$ cat config.mk
export PLATFORM = sky130hd
export DESIGN_NAME = pwr_write_guard
export DESIGN_NICKNAME = d
export VERILOG_FILES = /design/src/rtl/pwr_guard_pkg.sv /design/src/rtl/pg_recovery_timer.sv /design/src/rtl/pg_batt_flag.sv /design/src/rtl/pg_access_decode.sv /design/src/rtl/pwr_write_guard.sv
export SDC_FILE = /design/constraint.sdc
export NUM_CORES = 1
export LEC_CHECK = 0
export BUFFER_PORTS_ARGS = -buffer_cell sky130_fd_sc_hd__buf_2
export CAP_MARGIN = 10
export CORE_MARGIN = 2
export CORE_UTILIZATION = 45
export CTS_CLUSTER_SIZE = 16
export DETAILED_ROUTE_END_ITERATION = 8
export PLACE_DENSITY = 0.74
export SLEW_MARGIN = 40
export SYNTH_ARGS = -nofsm -noshare
export SYNTH_HDL_FRONTEND = slang
export SYNTH_SLANG_ARGS = --single-unit
$ cat constraint.sdc
create_clock -name clk -period 1.8 [get_ports clk]
set_clock_uncertainty 0.2 [all_clocks]
set_input_delay 0.18 -clock clk [delete_from_list [all_inputs] [get_ports clk]]
set_output_delay 0.18 -clock clk [all_outputs]
set_load 0.02 [all_outputs]
$ cat src/rtl/pwr_guard_pkg.sv
package pwr_guard_pkg;
   typedef enum logic [1:0] {
      PG_OFF     = 2'd0,
      PG_RECOVER = 2'd1,
      PG_ACTIVE  = 2'd2
   } pg_state_t;
endpackage

$ cat src/rtl/pg_recovery_timer.sv
module pg_recovery_timer
   import pwr_guard_pkg::*;
#(
   parameter int unsigned REC_CYCLES = 200000
) (
   input  logic      clk,
   input  logic      rst_n,
   input  logic      pfail,
   input  logic      bus_idle,
   output pg_state_t state,
   output logic      power_up
);
   localparam int unsigned CNT_W = $clog2(REC_CYCLES + 1);
   localparam logic [CNT_W-1:0] LAST = CNT_W'(REC_CYCLES - 1);

   logic [CNT_W-1:0] cnt;

   assign power_up = (state == PG_OFF) && !pfail;

   always_ff @(posedge clk or negedge rst_n) begin
      if (!rst_n) begin
         state <= PG_OFF;
         cnt   <= '0;
      end else if (pfail) begin
         state <= PG_OFF;
         cnt   <= '0;
      end else begin
         unique case (state)
            PG_OFF: begin
               state <= PG_RECOVER;
               cnt   <= '0;
            end
            PG_RECOVER: begin
               if (!bus_idle) begin
                  cnt <= '0;
               end else if (cnt == LAST) begin
                  state <= PG_ACTIVE;
                  cnt   <= '0;
               end else begin
                  cnt <= cnt + 1'b1;
               end
            end
            default: begin
               state <= PG_ACTIVE;
               cnt   <= '0;
            end
         endcase
      end
   end
endmodule

$ cat src/rtl/pg_batt_flag.sv
module pg_batt_flag (
   input  logic clk,
   input  logic rst_n,
   input  logic power_up,
   input  logic batt_low,
   input  logic wr_cycle,
   output logic weak_flag
);
   logic wr_q;

   always_ff @(posedge clk or negedge rst_n) begin
      if (!rst_n) begin
         weak_flag <= 1'b0;
         wr_q      <= 1'b0;
      end else begin
         wr_q <= wr_cycle;
         if (power_up) begin
            weak_flag <= batt_low;
         end else if (wr_q && !wr_cycle) begin
            weak_flag <= 1'b0;
         end
      end
   end
endmodule

$ cat src/rtl/pg_access_decode.sv
module pg_access_decode (
   input  logic unlocked,
   input  logic pfail,
   input  logic ce_n,
   input  logic oe_n,
   input  logic we_n,
   input  logic weak_flag,
   output logic wr_cycle,
   output logic arr_we,
   output logic dq_oe
);
   logic live;

   always_comb begin
      live     = unlocked && !pfail && !ce_n;
      wr_cycle = live && !we_n;
      arr_we   = wr_cycle && !weak_flag;
      dq_oe    = live && we_n && !oe_n;
   end
endmodule

$ cat src/rtl/pwr_write_guard.sv
module pwr_write_guard
   import pwr_guard_pkg::*;
#(
   parameter int unsigned REC_CYCLES    = 200000,
   parameter bit          BATT_GUARD_EN = 1'b1
) (
   input  logic clk,
   input  logic rst_n,
   input  logic pfail,
   input  logic batt_low,
   input  logic ce_n,
   input  logic oe_n,
   input  logic we_n,
   output logic arr_we,
   output logic dq_oe
);
   pg_state_t state;
   logic      power_up;
   logic      weak_flag;
   logic      wr_cycle;
   logic      bus_idle;

   if (REC_CYCLES < 1) begin : g_bad_rec
      $error("REC_CYCLES must be at least 1");
   end

   assign bus_idle = ce_n || we_n;

   pg_recovery_timer #(.REC_CYCLES(REC_CYCLES)) u_timer (
      .clk      (clk),
      .rst_n    (rst_n),
      .pfail    (pfail),
      .bus_idle (bus_idle),
      .state    (state),
      .power_up (power_up)
   );

   if (BATT_GUARD_EN) begin : g_flag
      pg_batt_flag u_flag (
         .clk       (clk),
         .rst_n     (rst_n),
         .power_up  (power_up),
         .batt_low  (batt_low),
         .wr_cycle  (wr_cycle),
         .weak_flag (weak_flag)
      );
   end else begin : g_noflag
      assign weak_flag = 1'b0;
   end

   pg_access_decode u_dec (
      .unlocked  (state == PG_ACTIVE),
      .pfail     (pfail),
      .ce_n      (ce_n),
      .oe_n      (oe_n),
      .we_n      (we_n),
      .weak_flag (weak_flag),
      .wr_cycle  (wr_cycle),
      .arr_we    (arr_we),
      .dq_oe     (dq_oe)
   );
endmodule

==> results_dict.tcl <==
set metrics [dict create \
    status "finished, violations left" \
    first_iter_violations 21 \
    synth_top_flop_cell "dfrtp_1" \
    syn_area_per_cell_sq_um 10.30 \
    setup_slack_ns -0.2435 \
    peakVddDrop_mv 0.6140 \
    grt_pass1_vias 946 \
    coreArea_sq_um 2455 \
    synthCells 112 \
    yosys_warnings 0 \
    fin_hold_ws_ns -0.1258 \
    layout-drive-gt1-share_pct 41.13 \
    synth_top_area_cell "dfrtp_1" \
    synth_enable_flop_cells 0 \
    violations "hold timing, setup timing" \
    wl_mm 2.756 \
    vias 966 \
    crit_required_ns 1.42 \
    report.final.hold_viol_count 2 \
    finalSetupTns_ns -1.195 \
    numClockSinks 22 \
    synthTopCellsByArea "dfrtp_1 48%, xnor2_1 7.6%, nor2_1 6.2%" \
    syn-cell-area_sq_um 1154 \
    syn-num-nets 120 \
    initial_core_util_pct 46.99 \
    yosysMostFrequentCell "dfrtp_1" \
    htree_levels 1 \
    cts-root-buf "clkbuf_4" \
    dp_hpwl_mm 1.726 \
    maxSlewHeadroom_pct 67.50 \
    stdcell_count 171 \
    antennaDiodeCount 0 \
    period_share_pct 113.5 \
    nNetsFinal 150 \
    gp_congestion 0.9147 \
    power_w 0.0009519 \
    seq_area_frac_synth_pct 47.72 \
    async_reset_ff_share_pct 100.0 \
    tritoncts.num_buffers 3 \
    wl_per_cell_um 16.12 \
    first_pass_iters 4 \
    synth-seq-cells 22 \
    p_int_w 0.0007557 \
    clkPwrFrac_pct 39.8 \
    portBuffers 8 \
    min-delay-start "pfail" \
    num_rows 18 \
    p_sw_w 0.0001963 \
    setup_viol 20 \
    worstMarginPinSlew_ns 0.4875 \
    clock_path_buffers 2 \
    maxCapViolCount 0 \
    rsz0062_at_grt "yes" \
    cp-startpoint "u_timer.state[0]" \
    insertion_delay_ns 0.31 \
    placed_cells 156 \
    ctsHoldBuffers 2 \
    endpoint_kind "output port" \
    hp-class "input port to flop" \
    die_area_sq_um 2984 \
    critical_path.max_fanout 2 \
    critPathArrivalTime_ns 1.66 \
    criticalPathCategory "flop to output port" \
    grt.total_usage_pct 19.83 \
    fill_cells 197 \
    chipWidth_um 54.63 \
    synthToLayoutAreaGrowth_pct 36.55 \
    synth_top_area_share_pct 47.72 \
    synthTopCellsByCount "22 x dfrtp_1, 19 x nor2_1, 10 x xnor2_1, 6 x nand2_1" \
    fin_crit_ns 2.043 \
    vias_per_cell 5.649 \
    timing.rr.start "u_timer.state[0]" \
    die_y_um 54.63 \
    slew_violations 0 \
    drc 0 \
    power_frac_seq_pct 53.2 \
    final_core_utilization_pct 64.17 \
    synthDistinctLibCells 37 \
    critical_path.startpoint_type "flop" \
    drtAntennaViolNets 0 \
    grt-ovfl-total 0 \
    grt_pass1_wl_mm 4.084 \
    grt_max_degree 23 \
    power_density_nw_per_um2 604.3 \
    io_pins 9 \
    clock.fmax_ghz 0.4894 \
    cts_tree "built" \
    clk_pin_slew_worst_paths_ns 0.12 \
    switching_share_pct 20.62 \
    leakage_nw 0.6116 \
    antenna_found_initial 0 \
    p_comb_share_pct 7.1 \
]
[worst max-delay path, cell delays in order, from the launching register on]
cell and delay, ns:
dfrtp_1 0.40, or3b_4 0.38, or3_4 0.36, nor2_4 0.09
buf_6 0.12
[power by group through the flow]
| stage | sequential, W | clock (W) | combinational, W |
|---|---|---|---|
| after floorplan | 0.000513 | 0 | 0.0000188 |
| after detailed placement | 0.000514 | 0 | 0.0000437 |
| after global routing | 0.000507 | 0.000401 | 0.0000733 |
| after CTS | 0.000506 | 0.000383 | 0.0000504 |
| final | 0.000506 | 0.000378 | 0.0000672 |
| after global placement | 0.000513 | 0 | 0.0000420 |
[placed cells by master, fill, tap and decap left out, drive strengths merged]
| cell | instances |
|---|---|
| a21o | 1 |
| o41ai | 1 |
| nand4b | 1 |
| xor2 | 3 |
| nand4 | 5 |
| nand2 | 6 |
| a211oi | 1 |
| nor4 | 5 |
| mux2 | 1 |
| or2 | 1 |
| ha | 1 |
| a21boi | 1 |
| a21oi | 1 |
| nor4bb | 2 |
| o21ai | 2 |
| and3 | 1 |
| nand3 | 5 |
| dlygate4sd3 | 2 |
| dfrtp | 22 |
| clkbuf | 3 |
| o21ba | 1 |
| nor2 | 19 |
| or4b | 1 |
| xnor2 | 10 |
| and4 | 2 |
| nor3 | 6 |
| or3b | 1 |
| nor4b | 4 |
| or3 | 2 |
| buf | 24 |
| bufinv | 1 |
| mux2i | 1 |
| o221ai | 1 |
| inv | 3 |
[state kept, by name, indices dropped and copies added (netlist names)]
register and flops:
g_flag.u_flag.weak_flag 1, u_timer.state 2, u_timer.cnt 18, g_flag.u_flag.wr_q 1
[through the flow]
step	instance area (sq um)	worst slack (ns)
finish	1575	-0.2435
global route	1575	-0.2942
CTS	1413	-0.2974
detailed placement	1282	-0.007372
global placement	1282	0.06503
floorplan	1160	0.02003
[path summary, 6_finish.rpt]
kind | to | slack, ns | depth (start not counted)
worst max-delay path | arr_we | -0.24 | 4
worst min-delay path | u_timer.state[0] | -0.13 | 2
worst max register to register | g_flag.u_flag.weak_flag | -0.10 | 6
worst min register to register | u_timer.state[0] | 0.36 | 2
max in group asynchronous | u_timer.cnt[9] | 0.93 | 2
min in group asynchronous | u_timer.cnt[14] | 0.14 | 2
[kinds of logic after synthesis]
logic type,count (synthesis),synth area share [%]
fa+ha+maj,1,1.084
mux,2,1.844
compound gates,9,6.291
xor+xnor,13,9.870
buf+inv,4,1.627
flops,22,47.72
simple gates,61,31.56
[timing repair]
item                                    in CTS  in global routing
gates resized for setup                      7                 33
endpoints found under the setup margin       3                 21
buffers inserted                             4                  4
hold endpoints to repair                    25                  2
pin swaps                                    3                 15
cloned                                       0                  1
[metal layers]
layer  GRT usage [%]  vias up  wire, um
met4           10.83        0        39
met1           22.20      476      1101
met2           35.32       19      1515
li1                -      467         -
met3           3.279        4       100
met5               0        -         0
[cell type report]
cell class | instances | area (sq um) | area share [%]
timing repair buffer | 26 | 203.9 | 12.95
tap | 30 | 37.54 | 2.383
clock inverter | 1 | 30.03 | 1.906
inverter | 3 | 11.26 | 0.7149
multi-input combinational | 86 | 719.4 | 45.67
clock buffer | 3 | 22.52 | 1.430
sequential | 22 | 550.5 | 34.95
Note: power is estimated with default switching activity, not from simulation.
